==> src/rtl/xlat_pkg.sv <==
package xlat_pkg;
  typedef struct packed {
    logic rw;
    logic us;
    logic dirty;
  } pageAttr_t;

  typedef struct packed {
    logic fillEn;
    logic flushAll;
  } ctrlStrobe_t;
endpackage

==> src/rtl/xlat_dp.sv <==
module xlat_dp
  import xlat_pkg::*;
#(
  parameter int ENTRIES = 32,
  parameter int VPN_W   = 20,
  parameter int PFN_W   = 20,
  localparam int IDX_W  = $clog2(ENTRIES)
) (
  input  logic               clk,
  input  logic               rstN,
  input  ctrlStrobe_t        strobe,
  input  logic [IDX_W-1:0]   fillIdx,
  input  logic [VPN_W-1:0]   fillVpn,
  input  logic [PFN_W-1:0]   fillPfn,
  input  pageAttr_t          fillAttr,
  input  logic [VPN_W-1:0]   lookVpn,
  output logic [ENTRIES-1:0] validVec,
  output logic [ENTRIES-1:0] fillMatchVec,
  output logic               hitAny,
  output logic [PFN_W-1:0]   hitPfn,
  output pageAttr_t          hitAttr
);
  logic [VPN_W-1:0]   vpnMem  [ENTRIES];
  logic [PFN_W-1:0]   pfnMem  [ENTRIES];
  pageAttr_t          attrMem [ENTRIES];
  logic [ENTRIES-1:0] validQ;
  logic [ENTRIES-1:0] lookMatchVec;

  always_ff @(posedge clk) begin
    if (!rstN || strobe.flushAll) begin
      validQ <= '0;
    end else if (strobe.fillEn) begin
      validQ[fillIdx] <= 1'b1;
    end
  end

  always_ff @(posedge clk) begin
    if (strobe.fillEn && !strobe.flushAll) begin
      vpnMem[fillIdx]  <= fillVpn;
      pfnMem[fillIdx]  <= fillPfn;
      attrMem[fillIdx] <= fillAttr;
    end
  end

  for (genvar g = 0; g < ENTRIES; g++) begin : g_cmp
    assign lookMatchVec[g] = validQ[g] && (vpnMem[g] == lookVpn);
    assign fillMatchVec[g] = validQ[g] && (vpnMem[g] == fillVpn);
  end

  always_comb begin
    hitPfn  = '0;
    hitAttr = '0;
    for (int i = 0; i < ENTRIES; i++) begin
      if (lookMatchVec[i]) begin
        hitPfn  = hitPfn | pfnMem[i];
        hitAttr = hitAttr | attrMem[i];
      end
    end
  end

  assign hitAny   = |lookMatchVec;
  assign validVec = validQ;
endmodule

==> src/rtl/xlat_ctrl.sv <==
module xlat_ctrl
  import xlat_pkg::*;
#(
  parameter int ENTRIES = 32,
  localparam int IDX_W  = $clog2(ENTRIES)
) (
  input  logic               clk,
  input  logic               rstN,
  input  logic               lookupValid,
  input  logic               isWrite,
  input  logic               userMode,
  input  logic               hitAny,
  input  pageAttr_t          hitAttr,
  input  logic               fillValid,
  input  logic               flushDir,
  input  logic [ENTRIES-1:0] validVec,
  input  logic [ENTRIES-1:0] fillMatchVec,
  output ctrlStrobe_t        strobe,
  output logic [IDX_W-1:0]   fillIdx,
  output logic               lookupHit,
  output logic               lookupMiss,
  output logic               protFault
);
  logic [IDX_W-1:0] rrPtr;
  logic [IDX_W-1:0] dupIdx;
  logic [IDX_W-1:0] freeIdx;
  logic             freeAny;
  logic             dupAny;
  logic             replaceUse;
  logic             permBad;
  logic             cleanWrite;

  assign permBad    = userMode && (!hitAttr.us || (isWrite && !hitAttr.rw));
  assign cleanWrite = isWrite && !hitAttr.dirty;
  assign protFault  = lookupValid && hitAny && permBad;
  assign lookupHit  = lookupValid && hitAny && !permBad && !cleanWrite;
  assign lookupMiss = lookupValid && (!hitAny || (!permBad && cleanWrite));

  always_comb begin
    freeIdx = '0;
    freeAny = 1'b0;
    dupIdx  = '0;
    for (int i = ENTRIES - 1; i >= 0; i--) begin
      if (!validVec[i]) begin
        freeIdx = IDX_W'(i);
        freeAny = 1'b1;
      end
      if (fillMatchVec[i]) begin
        dupIdx = IDX_W'(i);
      end
    end
  end

  assign dupAny     = |fillMatchVec;
  assign replaceUse = !dupAny && !freeAny;

  always_comb begin
    if (dupAny)       fillIdx = dupIdx;
    else if (freeAny) fillIdx = freeIdx;
    else              fillIdx = rrPtr;
  end

  assign strobe.flushAll = flushDir;
  assign strobe.fillEn   = fillValid && !flushDir;

  always_ff @(posedge clk) begin
    if (!rstN) begin
      rrPtr <= '0;
    end else if (strobe.fillEn && replaceUse) begin
      rrPtr <= (rrPtr == IDX_W'(ENTRIES - 1)) ? '0 : rrPtr + 1'b1;
    end
  end
endmodule

==> src/rtl/xlat_cache.sv <==
module xlat_cache
  import xlat_pkg::*;
#(
  parameter int ENTRIES = 32,
  parameter int ADDR_W  = 32,
  parameter int OFF_W   = 12,
  localparam int VPN_W  = ADDR_W - OFF_W,
  localparam int PFN_W  = ADDR_W - OFF_W,
  localparam int IDX_W  = $clog2(ENTRIES)
) (
  input  logic              clk,
  input  logic              rstN,
  input  logic              lookupValid,
  input  logic [ADDR_W-1:0] linAddr,
  input  logic              isWrite,
  input  logic              userMode,
  output logic              lookupHit,
  output logic              lookupMiss,
  output logic              protFault,
  output logic [ADDR_W-1:0] physAddr,
  output logic              attrRw,
  output logic              attrUs,
  output logic              attrDirty,
  output logic [VPN_W-1:0]  walkVpn,
  input  logic              fillValid,
  input  logic [VPN_W-1:0]  fillVpn,
  input  logic [PFN_W-1:0]  fillPfn,
  input  logic              fillRw,
  input  logic              fillUs,
  input  logic              fillDirty,
  input  logic              flushDir
);
  ctrlStrobe_t        strobe;
  logic [IDX_W-1:0]   fillIdx;
  logic [ENTRIES-1:0] validVec;
  logic [ENTRIES-1:0] fillMatchVec;
  logic               hitAny;
  logic [PFN_W-1:0]   hitPfn;
  pageAttr_t          hitAttr;
  pageAttr_t          fillAttr;

  assign fillAttr = '{rw: fillRw, us: fillUs, dirty: fillDirty};

  xlat_dp #(.ENTRIES(ENTRIES), .VPN_W(VPN_W), .PFN_W(PFN_W)) u_dp (
    .clk(clk), .rstN(rstN), .strobe(strobe), .fillIdx(fillIdx),
    .fillVpn(fillVpn), .fillPfn(fillPfn), .fillAttr(fillAttr),
    .lookVpn(linAddr[ADDR_W-1:OFF_W]), .validVec(validVec),
    .fillMatchVec(fillMatchVec), .hitAny(hitAny), .hitPfn(hitPfn),
    .hitAttr(hitAttr)
  );

  xlat_ctrl #(.ENTRIES(ENTRIES)) u_ctrl (
    .clk(clk), .rstN(rstN), .lookupValid(lookupValid), .isWrite(isWrite),
    .userMode(userMode), .hitAny(hitAny), .hitAttr(hitAttr),
    .fillValid(fillValid), .flushDir(flushDir), .validVec(validVec),
    .fillMatchVec(fillMatchVec), .strobe(strobe), .fillIdx(fillIdx),
    .lookupHit(lookupHit), .lookupMiss(lookupMiss), .protFault(protFault)
  );

  assign physAddr  = lookupHit ? {hitPfn, linAddr[OFF_W-1:0]} : '0;
  assign attrRw    = lookupHit && hitAttr.rw;
  assign attrUs    = lookupHit && hitAttr.us;
  assign attrDirty = lookupHit && hitAttr.dirty;
  assign walkVpn   = linAddr[ADDR_W-1:OFF_W];
endmodule

==> config.mk <==
export PLATFORM = sky130hd
export DESIGN_NAME = xlat_cache
export DESIGN_NICKNAME = d
export VERILOG_FILES = /design/src/rtl/xlat_pkg.sv /design/src/rtl/xlat_dp.sv /design/src/rtl/xlat_ctrl.sv /design/src/rtl/xlat_cache.sv
export SDC_FILE = /design/constraint.sdc
export NUM_CORES = 2
export LEC_CHECK = 0
export BUFFER_PORTS_ARGS = -buffer_cell sky130_fd_sc_hd__clkbuf_2
export CAP_MARGIN = 20
export CORE_UTILIZATION = 57
export CTS_CLUSTER_DIAMETER = 80
export DETAILED_ROUTE_END_ITERATION = 8
export GPL_TIMING_DRIVEN = 0
export PLACE_DENSITY = 0.76
export SLEW_MARGIN = 20
export SYNTH_ARGS = -nofsm -noshare
export SYNTH_HDL_FRONTEND = slang
export SYNTH_SLANG_ARGS = --single-unit
==> constraint.sdc <==
create_clock -name clk -period 5.8 [get_ports clk]
set_input_delay 0.29 -clock clk [delete_from_list [all_inputs] [get_ports clk]]
set_output_delay 0.29 -clock clk [all_outputs]
set_load 0.05 [all_outputs]
-- After elaboration in Yosys (flattened, before gate mapping)
Memories as Yosys holds them, arrays and structs flattened.
Index checks and enable logic that the tools add are counted.
- input bits: 82
- flip-flop bits (word level): 37
- logic and storage cells: 400
- output and inout bits: 58
- bits in writable memories: 1376
- memories: 3
- memory list (name ; words ; width ; rd ports ; clocked after Yosys merged registers in ; write ports ; line ; source):
    u_dp.pfnMem ; 32 ; 20 ; 32 ; 0 ; 1 ; xlat_dp.sv:24 ; logic [PFN_W-1:0] pfnMem [ENTRIES];
    u_dp.vpnMem ; 32 ; 20 ; 32 ; 0 ; 1 ; xlat_dp.sv:23 ; logic [VPN_W-1:0] vpnMem [ENTRIES];
    u_dp.attrMem ; 32 ; 3 ; 32 ; 0 ; 1 ; xlat_dp.sv:25 ; pageAttr_t attrMem [ENTRIES];
- $lt $le $gt $ge: 2
- $add $sub $neg: 1
- multiplexer cells: 168
- bitwise logic cells: 63
- equal/unequal tests: 65
- reductions and logical operators: 96
- operator list (kind ; number):
    20-bit == test ; 64
    20-bit 2-to-1 mux ; 32
    20-bit OR ; 31
    5-bit 2-to-1 mux ; 67
    3-bit 2-to-1 mux ; 32
    3-bit OR ; 31
    1-bit logical AND ; 81
    32-bit OR reduction ; 2
    1-bit 2-to-1 mux ; 35
    32-bit 2-to-1 mux ; 1
    32-bit OR ; 1
    1-bit logical NOT ; 10
    5-bit by 6-bit < comparator with 1-bit output (second input constant) ; 1
    5-bit by 1-bit adder with 5-bit output (second input constant) ; 1
    1-bit demux with 5-bit select ; 1
    5-bit == test (second input constant) ; 1
    5-bit by 1-bit greater-or-equal comparator with 1-bit output (second input constant) ; 1
    1-bit logical OR ; 3

-- Logic depth before layout (Yosys ltp)
- depth in word-level cells: 73
- mapped depth: 16
- gate-level depth less buffers: 10

-- Hierarchy
From an unflattened synthesis, not the netlist that was laid out.
- cells, all modules: 4915
- area, all modules: 65725.5 sq um
- by module, submodules not included (module ; instances ; cells an instance ; area each (sq um) ; seq. area each (sq um)):
    xlat_dp ; 1 ; 4680 ; 64086.5 ; 41960.2
    xlat_ctrl ; 1 ; 177 ; 1211.2 ; 100.1
    xlat_cache ; 1 ; 58 ; 427.9 ; 0.0

-- Worst setup path after synthesis
No wires, ideal clock.
- path type: in2reg
- start: input port fillVpn[6]
- end: memory u_dp.attrMem[22][0] in the netlist's numbering (enable)
- arrival time: 5.738 ns
- path buffers: 2
- slack: -0.435 ns
- data required time: 5.303 ns
- cell stages on the path: 12
- library setup time: 0.497 ns
- cells stage by stage: buf_2 -> xnor2_1 -> nand2_1 -> or3b_1 -> or4_4 -> and4_4 -> nor4bb_4 -> a311oi_4 -> a2bb2oi_2 -> buf_4 -> or2_1 -> nor3_1
- cells in the longest elaborated chain, start to end: 35
- elaborated cells on any way between the ends: 98
- classes of those cells: eq/ne (32); mux (33); reduce/logical (33)
- ends and longest elaborated chain (what ; line ; source):
    start, declared ; xlat_cache.sv:26 ; input logic [VPN_W-1:0] fillVpn,
    20-bit == test ; xlat_dp.sv:47 ; assign fillMatchVec[g] = validQ[g] && (vpnMem[g] == fillVpn);
    1-bit logical AND ; xlat_dp.sv:47 ;
    5-bit 2-to-1 mux (32 in a row) ; xlat_ctrl.sv:48 ; if (fillMatchVec[i]) begin
    5-bit 2-to-1 mux * ; xlat_ctrl.sv:58 ; if (dupAny) fillIdx = dupIdx;
    end, declared ; xlat_dp.sv:25 ;
Mark *: on every way between the ends. The rest lies on a longest branch, timed or not.

-- Worst setup path after layout
- start: input port linAddr[22]
- end: output port physAddr[18]
- cells in the longest elaborated chain, start to end: 73
- elaborated cells on any way between the ends: 204
- classes of those cells: eq/ne (32); mux (65); bitwise (62); reduce/logical (45)
- ends and longest elaborated chain (what ; line ; source):
    start, declared ; xlat_cache.sv:14 ; input logic [ADDR_W-1:0] linAddr,
    20-bit == test ; xlat_dp.sv:46 ; assign lookMatchVec[g] = validQ[g] && (vpnMem[g] == lookVpn);
    1-bit logical AND ; xlat_dp.sv:46 ;
    3-bit 2-to-1 mux ; xlat_dp.sv:54 ; if (lookMatchVec[i]) begin
    3-bit OR ; xlat_dp.sv:56 ; hitAttr = hitAttr | attrMem[i];
    3-bit 2-to-1 mux ; xlat_dp.sv:54 ;
    3-bit OR ; xlat_dp.sv:56 ;
    3-bit 2-to-1 mux ; xlat_dp.sv:54 ;
    3-bit OR ; xlat_dp.sv:56 ;
    [... 56 more ...] ; - ;
    3-bit 2-to-1 mux ; xlat_dp.sv:54 ;
    1-bit logical NOT ; xlat_ctrl.sv:33 ; assign permBad = userMode && (!hitAttr.us || (isWrite && !hitAttr.rw));
    1-bit logical AND ; xlat_ctrl.sv:33 ;
    1-bit logical OR ; xlat_ctrl.sv:33 ;
    1-bit logical AND ; xlat_ctrl.sv:33 ;
    1-bit logical NOT ; xlat_ctrl.sv:36 ; assign lookupHit = lookupValid && hitAny && !permBad && !cleanWrite;
    1-bit logical AND (2 in a row) ; xlat_ctrl.sv:36 ;
    32-bit 2-to-1 mux * ; xlat_cache.sv:60 ; assign physAddr = lookupHit ? {hitPfn, linAddr[OFF_W-1:0]} : '0;
    end, declared ; xlat_cache.sv:20 ; output logic [ADDR_W-1:0] physAddr,
Marks and branches as above.

==> results_dict.tcl <==
set metrics [dict create \
    relSlewSlack 0.0407 \
    powerDensity_nw_per_um2 297 \
    fin_util 0.662 \
    via_count 47100 \
    final_max_slew_viol_count 0 \
    syn_to_final_growth_pct 15.0 \
    wl_per_cell_um 42.7 \
    tns_ns -5.49 \
    setup_viol 77 \
    io_buffers 119 \
    dieHeight_um 340 \
    cp.required_ns 5.51 \
    first_pass_iters 7 \
    hold_viol 0 \
    seq_area_um2 42100 \
    syn_avg_cell_area_um2 14.7 \
    mostFrequentLayoutCells "edfxtp_1, xnor2_1, xor2_1" \
    rsz0062_at_grt "no" \
    ctsLongestPathBuffers 3 \
    path_clk_slew_ns 0.06 \
    fin_cells 6447 \
    insertion_delay_ns 0.81 \
    path_class "input pin to output pin" \
    worst_path_largest_cell_delay_ns 0.87 \
    die_area_um2 115000 \
    viasPerCell 7.31 \
    multi_input_area_um2 21400 \
    post_cts_buffers 0 \
    ys_ff_latch 1413 \
    end_kind "output pin" \
    grt_start_max_net_pins 42 \
    ys_types 94 \
    dp_hpwl_um 177000 \
    grt_pass1_wl_um 365000 \
    crit_fanout 10 \
    mostFrequentLayoutCell "edfxtp_1" \
    gp_congestion 1.05 \
    cp-start-kind "input pin" \
    grt_pass1_vias 44300 \
    synth_edf_count 1376 \
    core_um2 113000 \
    fmax_ghz 0.167 \
    dp_cells 6155 \
    cts_tree "built" \
    io_pins 140 \
    drive_gt1_frac 0.152 \
    cts_root_buffer "clkbuf_16" \
    arrival_ns 5.70 \
    ant_nets 0 \
    synth-seq-area-share 0.648 \
    p_leak_uw 0.0235 \
    layout.nets 4903 \
    die_w_um 340 \
    tightestPinTransition_ns 1.44 \
    num_rows 123 \
    min_path_type "input pin to flop" \
    finalWorstPathRequiredPeriod_ns 5.99 \
    postSynthCellCount 4430 \
    fin_skew_ns 0.0433 \
    synthTopCellsByArea "edfxtp_1, xnor2_1, xor2_1" \
    synth_ff_type "edfxtp_1" \
    fin_area_um2 74700 \
    grt_overflow 0 \
    cts_made_buffers 148 \
    fin_crit_sh 1.03 \
    fillerInstances 7837 \
    slowest_stage "clkbuf_1" \
    worst_ir_drop_vdd_mv 0.332 \
    drc 0 \
    netlist_area_um2 65000 \
    track_usage 0.471 \
    place_area_um2 69700 \
    synth.top_cell.area_share 0.636 \
    status "complete, but fails checks" \
    initial_core_util 0.576 \
    drt_wl_total_um 275000 \
    ys_warn_count 0 \
    maxCapViolCount 0 \
    clock_sinks 1413 \
    yosys.area.top_type "edfxtp_1" \
    syn_nets 4514 \
    cts_max_level 4 \
    crit_chain "buf_2 > buf_4 > buf_4 > buf_6 > xnor2_1 > nand3_1 > nor4_1 > and2_1 > clkbuf_1 > clkdlybuf4s15_2 > a22oi_1 > nand3_1 > o31a_1 > clkbuf_2" \
    drtIter0Drc 9103 \
    antenna_found_initial 14 \
    violations "setup timing" \
    async_reset_ff_frac 0 \
    final.setup.worst_slack_ns -0.190 \
]
[worst max-delay path: cells and delay by family]
kind / cells / cell delay, ns
and+or+nand+nor: 4 / 1.31
buffers and inverters: 7 / 3.46
xor gates and xnor gates: 1 / 0.15
AOI/OAI and AO/OA: 2 / 0.39
[layer usage]
metal,part of all wire,GRT usage,vias to the layer above
met2,0.42,0.683,4949
met1,0.32,0.571,23000
met5,0.00025,0,-
met3,0.16,0.163,1407
met4,0.10,0.384,8
li1,-,-,17700
[sequential cells by signal, indices dropped and copies added (netlist names)]
register	flops
u_dp.vpnMem	640
u_dp.pfnMem	640
u_dp.validVec	32
u_dp.attrMem	96
u_ctrl.rrPtr	5
[cell type report]
class / instances / share of cell area
sequential: 1413 / 0.563
multi-input combinational: 2740 / 0.287
clock buffer: 188 / 0.0525
timing repair buffer: 236 / 0.0358
buffer: 269 / 0.0257
tap: 1500 / 0.0251
clock inverter: 77 / 0.00995
inverter: 11 / 0.000586
antenna: 13 / 0.000436
[cells in the mapped netlist (all sizes together), types with 6 or more instances]
library cell     n
edfxtp        1376
xnor2          969
xor2           312
nand4          309
buf            196
nand3          164
nor4           145
a22o           144
a221oi         130
nand2           89
a22oi           84
clkbuf          73
nor2            56
and2            46
and3            42
dfxtp           37
nor3            37
o21ai           23
o31a            21
nor4b           16
or2             13
a21oi           12
o31ai           12
inv             11
or3b            11
and4            10
nor2b            8
nand2b           7
a31oi            6
nor3b            6
[path summary, 6_finish.rpt]
path                       from                   to  slack [ns]  cells past startpoint
min reg2reg   u_dp.validVec[12]    u_dp.validVec[12]        0.56                      2
max                 linAddr[22]         physAddr[18]       -0.19                     14
min                 fillVpn[17]  u_dp.vpnMem[19][17]        0.01                      2
max reg2reg  u_dp.vpnMem[17][0]   u_dp.pfnMem[11][7]        0.16                     13
[metrics by stage]
step / hold slack, ns / total power, uW / setup WS (ns)
detailed placement: 0.540 / 12900 / -0.835
floorplan: 0.389 / 12200 / -0.192
global placement: 0.531 / 12800 / -8.13
CTS: 0.000634 / 22000 / 0.0159
finish: 0.0142 / 22200 / -0.190
global route: 0.00639 / 22400 / 0.0234
[repair_timing]
| item | CTS | global route |
|---|---|---|
| cloned | 1 | 2 |
| pin swaps | 1 | 2 |
| hold buffers | 11 | 0 |
| setup endpoints to repair | 53 | 92 |
| resized for setup | 24 | 28 |
| hold endpoints to repair | 45 | 0 |
[cell families (layout without fill, tap and decap cells)]
kind of cell / after synthesis / in the layout / share of synthesized area
AOI/OAI and AO/OA: 467 / 467 / 0.0601
xor gates and xnor gates: 1281 / 1281 / 0.173
and+or+nand+nor: 985 / 988 / 0.0897
other: 0 / 13 / 0
muxes: 2 / 2 / 0.000308
DFF: 1413 / 1413 / 0.648
adders and majority gates: 2 / 2 / 0.000385
buffers and inverters: 280 / 781 / 0.0288
[power by group]
| part | internal [uW] | leakage (uW) | switching, uW |
|---|---|---|---|
| Clock | 5220 | 0.00226 | 4180 |
| Combinational | 435 | 0.00860 | 1110 |
| Sequential | 11200 | 0.0127 | 10.6 |
| Total | 16900 | 0.0235 | 5300 |
No activity file was read; power rests on OpenSTA's default activity.
